## src/rtl/i2c_dt_pkg.sv

```systemverilog
// Package: shared state encoding, target selector and address preambles
// for the dual-target two-wire slave.
package i2c_dt_pkg;

    typedef enum logic [2:0] {
        ST_IDLE  = 3'd0,
        ST_ADDR  = 3'd1,
        ST_AACK  = 3'd2,
        ST_WDATA = 3'd3,
        ST_WACK  = 3'd4,
        ST_RDATA = 3'd5,
        ST_RACK  = 3'd6
    } dt_state_t;

    localparam logic [3:0] PRE_SENSOR = 4'b0011;
    localparam logic [3:0] PRE_MEMORY = 4'b1010;

    localparam int TGT_SENSOR = 0;
    localparam int TGT_MEMORY = 1;
    localparam int NUM_TGT    = 2;

endpackage

```

## src/rtl/i2c_dt_sync.sv

```systemverilog
// Module: i2c_dt_sync
// Brings SCL and SDA into the system clock domain through a flop chain.
// It then produces one-cycle pulses for the SCL edges and for START and STOP.
// Assumes the bus is idle-high and each SCL phase lasts several clk cycles.
module i2c_dt_sync #(
    parameter int STAGES = 2
) (
    input  logic clk,
    input  logic rst_n,
    input  logic scl_in,
    input  logic sda_in,
    output logic sda_lvl,
    output logic scl_rise,
    output logic scl_fall,
    output logic start_det,
    output logic stop_det
);
    localparam int LAST = STAGES - 1;

    logic [LAST:0] scl_pipe;
    logic [LAST:0] sda_pipe;
    logic          scl_q;
    logic          sda_q;
    logic          scl_s;
    logic          sda_s;

    generate
        if (STAGES == 1) begin : g_one
            // Purpose: single-stage capture of both lines
            always_ff @(posedge clk) begin
                if (!rst_n) begin
                    scl_pipe <= '1;
                    sda_pipe <= '1;
                end else begin
                    scl_pipe <= scl_in;
                    sda_pipe <= sda_in;
                end
            end
        end else begin : g_chain
            // Purpose: multi-stage shift chain for metastability settling
            always_ff @(posedge clk) begin
                if (!rst_n) begin
                    scl_pipe <= '1;
                    sda_pipe <= '1;
                end else begin
                    scl_pipe <= {scl_pipe[LAST-1:0], scl_in};
                    sda_pipe <= {sda_pipe[LAST-1:0], sda_in};
                end
            end
        end
    endgenerate

    assign scl_s = scl_pipe[LAST];
    assign sda_s = sda_pipe[LAST];

    // Purpose: one-cycle-old copies of the synchronised levels for edge detection
    always_ff @(posedge clk) begin
        if (!rst_n) begin
            scl_q <= 1'b1;
            sda_q <= 1'b1;
        end else begin
            scl_q <= scl_s;
            sda_q <= sda_s;
        end
    end

    // Purpose: derive edge and bus-condition pulses
    always_comb begin
        sda_lvl   = sda_s;
        scl_rise  = scl_s & ~scl_q;
        scl_fall  = ~scl_s & scl_q;
        start_det = scl_s & scl_q & sda_q & ~sda_s;
        stop_det  = scl_s & scl_q & ~sda_q & sda_s;
    end

endmodule

```

## src/rtl/i2c_dt_bank.sv

```systemverilog
// Module: i2c_dt_bank
// Byte storage with its own auto-incrementing pointer. It performs one of
// three operations per cycle: load the pointer, write at the pointer and
// advance, or advance after a read. rd_data always shows the byte at the
// pointer. Assumes DEPTH is a power of two and no larger than 2**DATA_W.
module i2c_dt_bank #(
    parameter int DEPTH  = 8,
    parameter int DATA_W = 8
) (
    input  logic              clk,
    input  logic              rst_n,
    input  logic              ptr_load,
    input  logic              wr_en,
    input  logic              rd_adv,
    input  logic [DATA_W-1:0] din,
    output logic [DATA_W-1:0] rd_data
);
    localparam int               PTR_W   = $clog2(DEPTH);
    localparam logic [PTR_W-1:0] PTR_ONE = 1;

    logic [PTR_W-1:0]  ptr;
    logic [DATA_W-1:0] store [DEPTH];

    // Purpose: pointer update and byte storage
    always_ff @(posedge clk) begin
        if (!rst_n) begin
            ptr <= '0;
            for (int i = 0; i < DEPTH; i++) begin
                store[i] <= '0;
            end
        end else if (ptr_load) begin
            ptr <= din[PTR_W-1:0];
        end else if (wr_en) begin
            store[ptr] <= din;
            ptr        <= ptr + PTR_ONE;
        end else if (rd_adv) begin
            ptr <= ptr + PTR_ONE;
        end
    end

    assign rd_data = store[ptr];

    AST_BANK_ONE_OP: assert property (@(posedge clk) disable iff (!rst_n)
        $onehot0({ptr_load, wr_en, rd_adv}));
    AST_PTR_STEP: assert property (@(posedge clk) disable iff (!rst_n)
        (wr_en || rd_adv) |=> (ptr == $past(ptr) + PTR_ONE));
    AST_PTR_HOLD: assert property (@(posedge clk) disable iff (!rst_n)
        !(ptr_load || wr_en || rd_adv) |=> $stable(ptr));

endmodule

```

## src/rtl/i2c_dt_ctrl.sv

```systemverilog
// Module: i2c_dt_ctrl
// Byte-level protocol engine. It shifts in the address and write bytes on
// SCL rises and decides ACK, target and direction. It drives read bytes and
// ACK slots after SCL falls, and issues pointer strobes to the selected
// target. Assumes event pulses come from i2c_dt_sync and that a START or
// STOP never coincides with an SCL edge.
module i2c_dt_ctrl
    import i2c_dt_pkg::*;
(
    input  logic                 clk,
    input  logic                 rst_n,
    input  logic                 sda_lvl,
    input  logic                 scl_rise,
    input  logic                 scl_fall,
    input  logic                 start_det,
    input  logic                 stop_det,
    input  logic [2:0]           strap_addr,
    input  logic [7:0]           rd_byte,
    output logic                 tgt,
    output logic [7:0]           rx_byte,
    output logic [NUM_TGT-1:0]   ptr_load,
    output logic [NUM_TGT-1:0]   wr_en,
    output logic [NUM_TGT-1:0]   rd_adv,
    output logic                 drive_low
);
    dt_state_t  state;
    logic [3:0] bitcnt;
    logic [7:0] shreg;
    logic [7:0] txreg;
    logic       is_read;
    logic       first_byte;
    logic       mack;
    logic       addr_ok;
    logic       commit;
    logic       load_tx;

    // Purpose: address match on preamble and strap bits
    always_comb begin
        addr_ok = (shreg[3:1] == strap_addr) &&
                  ((shreg[7:4] == PRE_SENSOR) || (shreg[7:4] == PRE_MEMORY));
    end

    // Purpose: byte-complete and byte-fetch events toward the targets
    always_comb begin
        commit  = (state == ST_WDATA) && scl_fall && (bitcnt == 4'd8);
        load_tx = scl_fall && (((state == ST_AACK) && is_read) ||
                               ((state == ST_RACK) && mack));
    end

    // Purpose: route strobes to the currently selected target only
    always_comb begin
        ptr_load = '0;
        wr_en    = '0;
        rd_adv   = '0;
        if (commit) begin
            if (first_byte) ptr_load[tgt] = 1'b1;
            else            wr_en[tgt]    = 1'b1;
        end
        if (load_tx) rd_adv[tgt] = 1'b1;
    end

    assign rx_byte = shreg;

    // Purpose: protocol state machine and SDA drive register
    always_ff @(posedge clk) begin
        if (!rst_n) begin
            state      <= ST_IDLE;
            bitcnt     <= '0;
            shreg      <= '0;
            txreg      <= '0;
            is_read    <= 1'b0;
            first_byte <= 1'b0;
            mack       <= 1'b0;
            tgt        <= 1'b0;
            drive_low  <= 1'b0;
        end else if (start_det) begin
            state     <= ST_ADDR;
            bitcnt    <= '0;
            drive_low <= 1'b0;
        end else if (stop_det) begin
            state     <= ST_IDLE;
            drive_low <= 1'b0;
        end else begin
            case (state)
                ST_ADDR: begin
                    if (scl_rise && bitcnt != 4'd8) begin
                        shreg  <= {shreg[6:0], sda_lvl};
                        bitcnt <= bitcnt + 4'd1;
                    end else if (scl_fall && bitcnt == 4'd8) begin
                        if (addr_ok) begin
                            drive_low  <= 1'b1;
                            tgt        <= (shreg[7:4] == PRE_MEMORY);
                            is_read    <= shreg[0];
                            first_byte <= 1'b1;
                            state      <= ST_AACK;
                        end else begin
                            state <= ST_IDLE;
                        end
                    end
                end
                ST_AACK: begin
                    if (scl_fall) begin
                        bitcnt <= '0;
                        if (is_read) begin
                            txreg     <= rd_byte;
                            drive_low <= ~rd_byte[7];
                            state     <= ST_RDATA;
                        end else begin
                            drive_low <= 1'b0;
                            state     <= ST_WDATA;
                        end
                    end
                end
                ST_WDATA: begin
                    if (scl_rise && bitcnt != 4'd8) begin
                        shreg  <= {shreg[6:0], sda_lvl};
                        bitcnt <= bitcnt + 4'd1;
                    end else if (scl_fall && bitcnt == 4'd8) begin
                        drive_low  <= 1'b1;
                        first_byte <= 1'b0;
                        state      <= ST_WACK;
                    end
                end
                ST_WACK: begin
                    if (scl_fall) begin
                        drive_low <= 1'b0;
                        bitcnt    <= '0;
                        state     <= ST_WDATA;
                    end
                end
                ST_RDATA: begin
                    if (scl_rise && bitcnt != 4'd8) begin
                        bitcnt <= bitcnt + 4'd1;
                    end else if (scl_fall) begin
                        if (bitcnt == 4'd8) begin
                            drive_low <= 1'b0;
                            state     <= ST_RACK;
                        end else begin
                            txreg     <= {txreg[6:0], 1'b0};
                            drive_low <= ~txreg[6];
                        end
                    end
                end
                ST_RACK: begin
                    if (scl_rise) begin
                        mack <= ~sda_lvl;
                    end else if (scl_fall) begin
                        if (mack) begin
                            txreg     <= rd_byte;
                            drive_low <= ~rd_byte[7];
                            bitcnt    <= '0;
                            state     <= ST_RDATA;
                        end else begin
                            state <= ST_IDLE;
                        end
                    end
                end
                default: ;
            endcase
        end
    end

    AST_IDLE_RELEASED: assert property (@(posedge clk) disable iff (!rst_n)
        (state == ST_IDLE) |-> !drive_low);
    AST_DRIVE_AFTER_FALL: assert property (@(posedge clk) disable iff (!rst_n)
        (drive_low != $past(drive_low)) |->
        ($past(scl_fall) || $past(start_det) || $past(stop_det)));
    AST_START_REARMS: assert property (@(posedge clk) disable iff (!rst_n)
        start_det |=> (state == ST_ADDR && bitcnt == 4'd0 && !drive_low));
    AST_STOP_IDLES: assert property (@(posedge clk) disable iff (!rst_n)
        stop_det |=> (state == ST_IDLE && !drive_low));
    AST_ACK_HELD: assert property (@(posedge clk) disable iff (!rst_n)
        (state == ST_AACK || state == ST_WACK) |-> drive_low);

endmodule

```

## src/rtl/i2c_dual_target.sv

```systemverilog
// Module: i2c_dual_target (top)
// Two-wire slave front end that serves a sensor register bank and a memory
// array behind one strap-selected address. Assumes clk is several times
// faster than SCL, and that SDA is an external wired-AND with a pull-up.
module i2c_dual_target #(
    parameter int SENS_DEPTH  = 8,
    parameter int MEM_DEPTH   = 256,
    parameter int SYNC_STAGES = 2
) (
    input  logic       clk,
    input  logic       rst_n,
    input  logic       scl_in,
    input  logic       sda_in,
    input  logic [2:0] strap_addr,
    output logic       sda_drive_low
);
    import i2c_dt_pkg::*;

    logic                 sda_lvl;
    logic                 scl_rise;
    logic                 scl_fall;
    logic                 start_det;
    logic                 stop_det;
    logic                 tgt;
    logic [7:0]           rx_byte;
    logic [7:0]           rd_byte;
    logic [NUM_TGT-1:0]   ptr_load;
    logic [NUM_TGT-1:0]   wr_en;
    logic [NUM_TGT-1:0]   rd_adv;
    logic [7:0]           rd_data [NUM_TGT];

    i2c_dt_sync #(.STAGES(SYNC_STAGES)) u_sync (
        .clk       (clk),
        .rst_n     (rst_n),
        .scl_in    (scl_in),
        .sda_in    (sda_in),
        .sda_lvl   (sda_lvl),
        .scl_rise  (scl_rise),
        .scl_fall  (scl_fall),
        .start_det (start_det),
        .stop_det  (stop_det)
    );

    i2c_dt_ctrl u_ctrl (
        .clk        (clk),
        .rst_n      (rst_n),
        .sda_lvl    (sda_lvl),
        .scl_rise   (scl_rise),
        .scl_fall   (scl_fall),
        .start_det  (start_det),
        .stop_det   (stop_det),
        .strap_addr (strap_addr),
        .rd_byte    (rd_byte),
        .tgt        (tgt),
        .rx_byte    (rx_byte),
        .ptr_load   (ptr_load),
        .wr_en      (wr_en),
        .rd_adv     (rd_adv),
        .drive_low  (sda_drive_low)
    );

    generate
        for (genvar g = 0; g < NUM_TGT; g++) begin : g_bank
            localparam int DEPTH = (g == TGT_MEMORY) ? MEM_DEPTH : SENS_DEPTH;
            i2c_dt_bank #(.DEPTH(DEPTH), .DATA_W(8)) u_bank (
                .clk      (clk),
                .rst_n    (rst_n),
                .ptr_load (ptr_load[g]),
                .wr_en    (wr_en[g]),
                .rd_adv   (rd_adv[g]),
                .din      (rx_byte),
                .rd_data  (rd_data[g])
            );
        end
    endgenerate

    // Purpose: present the selected target's current byte to the engine
    always_comb begin
        rd_byte = tgt ? rd_data[TGT_MEMORY] : rd_data[TGT_SENSOR];
    end

endmodule

```

## config.mk

```make
export PLATFORM = sky130hd
export DESIGN_NAME = i2c_dual_target
export DESIGN_NICKNAME = d
export VERILOG_FILES = /design/src/rtl/i2c_dt_pkg.sv /design/src/rtl/i2c_dt_sync.sv /design/src/rtl/i2c_dt_bank.sv /design/src/rtl/i2c_dt_ctrl.sv /design/src/rtl/i2c_dual_target.sv
export SDC_FILE = /design/constraint.sdc
export NUM_CORES = 2
export LEC_CHECK = 0
export BUFFER_PORTS_ARGS = -buffer_cell sky130_fd_sc_hd__buf_4
export CAP_MARGIN = 5
export CELL_PAD_IN_SITES_DETAIL_PLACEMENT = 0
export CELL_PAD_IN_SITES_GLOBAL_PLACEMENT = 1
export CORE_MARGIN = 3
export CORE_UTILIZATION = 24
export CTS_BUF_LIST = sky130_fd_sc_hd__clkbuf_8
export CTS_CLUSTER_SIZE = 8
export DETAILED_ROUTE_END_ITERATION = 8
export MAX_ROUTING_LAYER = met4
export PLACE_DENSITY_LB_ADDON = 0.1
export REMOVE_ABC_BUFFERS = 1
export SLEW_MARGIN = 0
export SYNTH_ARGS = -nofsm -noshare
export SYNTH_HDL_FRONTEND = slang
export SYNTH_HIERARCHICAL = 1
export SYNTH_SLANG_ARGS = --single-unit
```

## constraint.sdc

```tcl
create_clock -name clk -period 7.9 [get_ports clk]
set_input_delay 0 -clock clk [delete_from_list [all_inputs] [get_ports clk]]
set_output_delay 0 -clock clk [all_outputs]
set_load 0.01 [all_outputs]
```

== Yosys cells after proc, flatten, opt, wreduce, memory -nomap -nowiden ==
Memory sizes are Yosys's and may differ from the RTL's. A register that Yosys moved wholly into a read port is not among the register bits.
Cells that the tools add are included.
Widths: inputs -> output; s select.

* Register bits after elaboration: 44
* RAM bits: 2,112
* Input bits: 7
* Output and inout port bits: 1
* Logic and storage cells: 196
* Memories kept: 2

* $add $sub $neg: 3
* Order comparisons: 2
* Equality and inequality tests: 39
* Mux-type cells: 83
* Bitwise gates (word level): 17
* Reductions and logical operators: 34

{| class="wikitable"
|+ Memory list
! memory !! words !! bits a word !! rd ports !! clocked after memory_dff !! write ports !! line !! source
|-
| g_bank[1].u_bank.store || 256 || 8 || 1 || 1 || 256 || i2c_dt_bank.sv:22 || <nowiki>logic [DATA_W-1:0] store [DEPTH];</nowiki>
|-
| g_bank[0].u_bank.store || 8 || 8 || 1 || 1 || 8 || i2c_dt_bank.sv:22 ||
|}

{| class="wikitable"
|+ Operators with widths
! kind !! count
|-
| $mux 8 || 9
|-
| $mux 3 || 19
|-
| $mux 7 || 8
|-
| $mux 1 || 30
|-
| $ne 4x3->1 const B || 6
|-
| $ne 4x4->1 const B || 6
|-
| $reduce_and 12->1 || 2
|-
| $ne 2x1->1 const B || 11
|-
| $pmux 7 s3 || 1
|-
| $mux 4 || 5
|-
| $pmux 3 s6 || 1
|-
| $reduce_or 8->1 || 2
|-
| $reduce_and 13->1 || 1
|-
| $mux 2 || 6
|-
| $ne 2x2->1 const B || 6
|-
| $pmux 4 s3 || 1
|-
| $reduce_bool 3->1 || 4
|-
| $reduce_and 11->1 || 1
|-
| $not 1->1 || 10
|-
| $eq 3x3->1 const B || 3
|-
| $logic_and 1x1->1 || 9
|-
| $add 8x1->8 const B || 1
|-
| $eq 4x4->1 const B || 2
|-
| $reduce_and 4->1 || 2
|-
| 21 further kinds || 32
|}

== Logic depth before layout (Yosys ltp) ==
* Depth after elaboration: 12
* Gate-level depth with buffers: 17
* Mapped depth without buffers: 12

== Modules after synthesis ==
The synthesis kept the hierarchy.

{| class="wikitable"
|+ By module, submodules not included
! module !! instances !! cells an instance !! area each (µm²) !! seq. area each (µm²)
|-
| i2c_dt_bank (g_bank[1].u_bank) || 1 || 6,791 || 96,257.3 || 61,819.3
|-
| i2c_dt_bank (g_bank[0].u_bank) || 1 || 199 || 3,198.1 || 2,042.0
|-
| i2c_dt_ctrl || 1 || 204 || 1,616.6 || 540.5
|-
| i2c_dt_sync || 1 || 16 || 190.2 || 120.1
|-
| i2c_dual_target || 1 || 9 || 131.4 || 0.0
|}

== Worst setup path after synthesis ==
No wires, ideal clock.

* Kind: register to register
* From: reg u_ctrl.bitcnt[0]
* To: mem g_bank[1].u_bank.store[147][0] (enable)
* Setup time: 0.329 ns
* Data arrival time: 2.901 ns
* Data required time: 7.571 ns
* Slack: 4.670 ns
* Cell stages (with the launch flop): 18
* Path buffers: 5
* Clock period less this slack: 3.230 ns
* Path through: dfxtp_1 > inv_1 > ha_1 > nand3b_1 > nor2_1 > nand3_1 > inv_1 > and3_1 > clkbuf_1 > or2_1 > buf_2 > nor3_1 > and2_1 > buf_2 > buf_2 > clkbuf_1 > nand2_1 > nand2_1

{| class="wikitable"
|+ RTL lines
! what !! line !! source
|-
| start: declaration || i2c_dt_ctrl.sv:27 || <nowiki>logic [3:0] bitcnt;</nowiki>
|-
| start signal: assignment || i2c_dt_ctrl.sv:88 || <nowiki>bitcnt <= bitcnt + 4'd1;</nowiki>
|-
| start signal: assignment || i2c_dt_ctrl.sv:117 || <nowiki>bitcnt <= bitcnt + 4'd1;</nowiki>
|-
| start signal: assignment || i2c_dt_ctrl.sv:133 || <nowiki>bitcnt <= bitcnt + 4'd1;</nowiki>
|-
| end: declaration || i2c_dt_bank.sv:22 ||
|}

==> reports/qor.txt <==
Unique masters post-synth: 81
Worst Clk Skew: 0.0614 ns
hpwl dp: 209,000 um
fin crit period: 5.12 ns
combinational power share: 2.8%
TritonCTS clock tree: built
WP data arrival: 6.11 ns
kind of critical path: reg2reg
RSZ-0062 raised after global routing: false
crit end category: flip-flop
CP peak stage delay: 0.93 ns
share of layout cells above drive strength 1: 17.2%
die area: 430,000 sq um
Worst Path Required: 8.90 ns
Clock power frac: 42.5%
outcome: finished, final reports clean
Setup violations, final: 0
Chip Width: 656 um
DR pass1 iterations: 5
FF+latch count, synth: 2,167
Top Family by Delay on Critical Path: simple AND/OR/NAND/NOR gates
asr flop ratio synth: 0%
routed wire length per instance: 28.3 um
Synth area leader: edfxtp_1
GRT Total Usage: 17.0%
area share of the largest cell type after synthesis: 62.5%
First DRT Iteration DRCs: 5,169
vias per cell: 4.75
slew margin rel.: 14.0%
remaining global-route overflow: 0
Synth Instances: 7,219
WL final: 366,000 um
Worst Slack Setup Final: 2.78 ns
post-synthesis sequential area ratio: 63.6%
Vias: 61,349
Mapped Area: 101,000 sq um
global-route wire length before repair: 518,000 um
EDFF count, synth: 2,112
residual DRC count: 0
Min-Delay Path Class: in2reg
GP Congestion: 0.762
PwrDens: 213 nW/um^2
htree depth: 5
Tcrit/Tclk final: 64.8%
Yosys warning total: 6
sequential share of power: 54.6%
antenna violations before repair: 28
worst-path maximum fanout: 76
vias in the first global route: 64,477
PortBufs: 7
Primary FF master, synth: edfxtp_1
Worst-Skew Late Latency: 1.11 ns
clk slew on worst S/H paths: 0.06 ns
Max-cap violations: 0
Clock Tree Buf Depth: 4
Area growth syn-to-layout: 12.7%
leakage: 43.5 nW
Place WS: 2.36 ns
Sw Ratio: 23.9%
Synth area leaders: edfxtp_1 63%, and3_1 12%, mux4_2 9.8%, clkbuf_1 2.9%, nand2_1 2.0%
total CTS buffers: 418
Root Buffer: clkbuf_8
Mean Syn Cell Area: 14.0 sq um
Slew Limit Fails: 0
num ports: 8
count of final hold-check violations: 0
CTS Sinks: 2,167
crit-path cells: buf_12, mux2i_1, o221ai_1, a21oi_1, nor3_2, o22ai_1, nor3_1, mux2_4, nand2_1, a311oi_1
Starting Density: 24.1%
Synth top cells by count: 2,112 x edfxtp_1, 1,919 x and3_1, 773 x clkbuf_1, 547 x nand2_1, 440 x mux4_2
Worst path slowest cell: dfxtp_4
largest net degree at the start of global routing: 148
NetSw: 5.82 mW
std cell rows: 238
Pint: 18.6 mW
post-route ant nets: 0
Std-Cell Core Area: 420,000 sq um
Layout Nets: 6,933
Max IR drop VDD: 0.120 mV
Worst-Margin Slew: 1.26 ns
count leader, synth: edfxtp_1
achievable frequency: 195 MHz
Die Span Y: 656 um
hold_ws: 0.227 ns
Worst setup SP type: flip-flop
worst path buffer plus inverter count: 1
[metrics by stage]
stage | area [sq um] | utilization, % | cells | power, mW | TNS (ns)
2_1_floorplan | 97300 | - | 6284 | 13.8 | -135.00
3_3_place_gp | 107000 | 25.4 | 12121 | 14.3 | 0
3_5_place_dp | 107000 | 25.4 | 12124 | 14.3 | 0
4_1_cts | 114000 | 27.2 | 12889 | 24.9 | 0
5_1_grt | 114000 | 27.2 | 12898 | 25.4 | 0
6_report | 114000 | 27.2 | 12917 | 24.4 | 0
[registers in the layout (all words and copies together), names as in the netlist, 2 cells and up, named ones only]
name,flops
g_bank.u_bank/store,2112
u_ctrl/state,3
u_sync/scl_pipe,2
u_ctrl/bitcnt,4
g_bank.u_bank/ptr,11
u_ctrl/txreg,7
u_sync/sda_pipe,2
u_ctrl/rx_byte,8
[placed cells by master, fill, tap and decap left out, drive strengths merged, types with 29 or more instances in the layout]
| cell type | instances |
|---|---|
| buf | 201 |
| o22ai | 31 |
| mux2i | 133 |
| o221ai | 32 |
| nor3 | 40 |
| nand2 | 547 |
| inv | 178 |
| mux2 | 34 |
| clkbuf | 433 |
| and3 | 1919 |
| nand3 | 31 |
| dfxtp | 55 |
| mux4 | 455 |
| nand2b | 29 |
| clkinv | 145 |
| edfxtp | 2112 |
| nor2 | 86 |
| a21oi | 108 |
| a22oi | 192 |
| and2 | 217 |
| o21ai | 53 |
[cell type report]
| cell class | count | area [sq um] |
|---|---|---|
| well taps | 5640 | 7060 |
| clock buffers | 433 | 5960 |
| repair buffers | 215 | 2140 |
| flip-flops and latches | 2167 | 64600 |
| fillers | 42793 | 306000 |
| inverters | 16 | 60.1 |
| multi-input cells | 4101 | 33000 |
| diodes | 27 | 67.6 |
| clock inverters | 318 | 1490 |
[worst register-to-register path, stage by stage, from the launching register on]
cell      delay (ns)
dfxtp_4         0.93
buf_12          0.58
mux2i_1         0.41
o221ai_1        0.48
a21oi_1         0.16
nor3_2          0.77
o22ai_1         0.39
nor3_1          0.66
mux2_4          0.27
nand2_1         0.06
a311oi_1        0.29
[metal layers]
layer / wire length, um / track usage [%]
met1: 167000 / 22.8
met3: 13900 / 2.09
met4: 7070 / 3.35
met2: 178000 / 27.8
met5: 0 / -
[worst paths after layout]
kind,slack (ns),cells past startpoint,endpoint,startpoint
max reg2reg,2.78,10,u_ctrl/txreg[1],flip-flop
min,0.23,7,u_ctrl/tgt,strap_addr[2]
min reg2reg,0.42,1,u_sync/scl_pipe[1],u_sync/scl_pipe[0]
max,2.78,10,u_ctrl/txreg[1],flip-flop
[power by group through the flow]
stage / Combinational, mW / Sequential (mW) / Clock [mW]
finish: 0.689 / 13.3 / 10.4
floorplan: 0.400 / 13.4 / 0
global placement: 0.707 / 13.5 / 0
CTS: 0.716 / 13.3 / 10.8
detailed placement: 0.708 / 13.6 / 0
global route: 0.741 / 13.4 / 11.3
[kinds of logic (layout without fill, tap and decap cells)]
group | after synthesis | count (layout) | synth area share, %
compound gates | 515 | 515 | 3.51
xor+xnor | 12 | 12 | 0.104
fa+ha+maj | 7 | 7 | 0.0864
buf+inv | 951 | 982 | 4.13
flops | 2167 | 2167 | 63.6
mux | 622 | 622 | 11.9
other cells | 0 | 27 | 0
simple gates | 2945 | 2945 | 16.7
[what timing repair did]
item,in CTS,in global routing
endpoints found under the hold margin,518,0
endpoints found under the setup margin,0,0
buffers inserted,0,0
gates resized for setup,0,0
hold buffers,14,0
(Power assumes the default switching activity.)
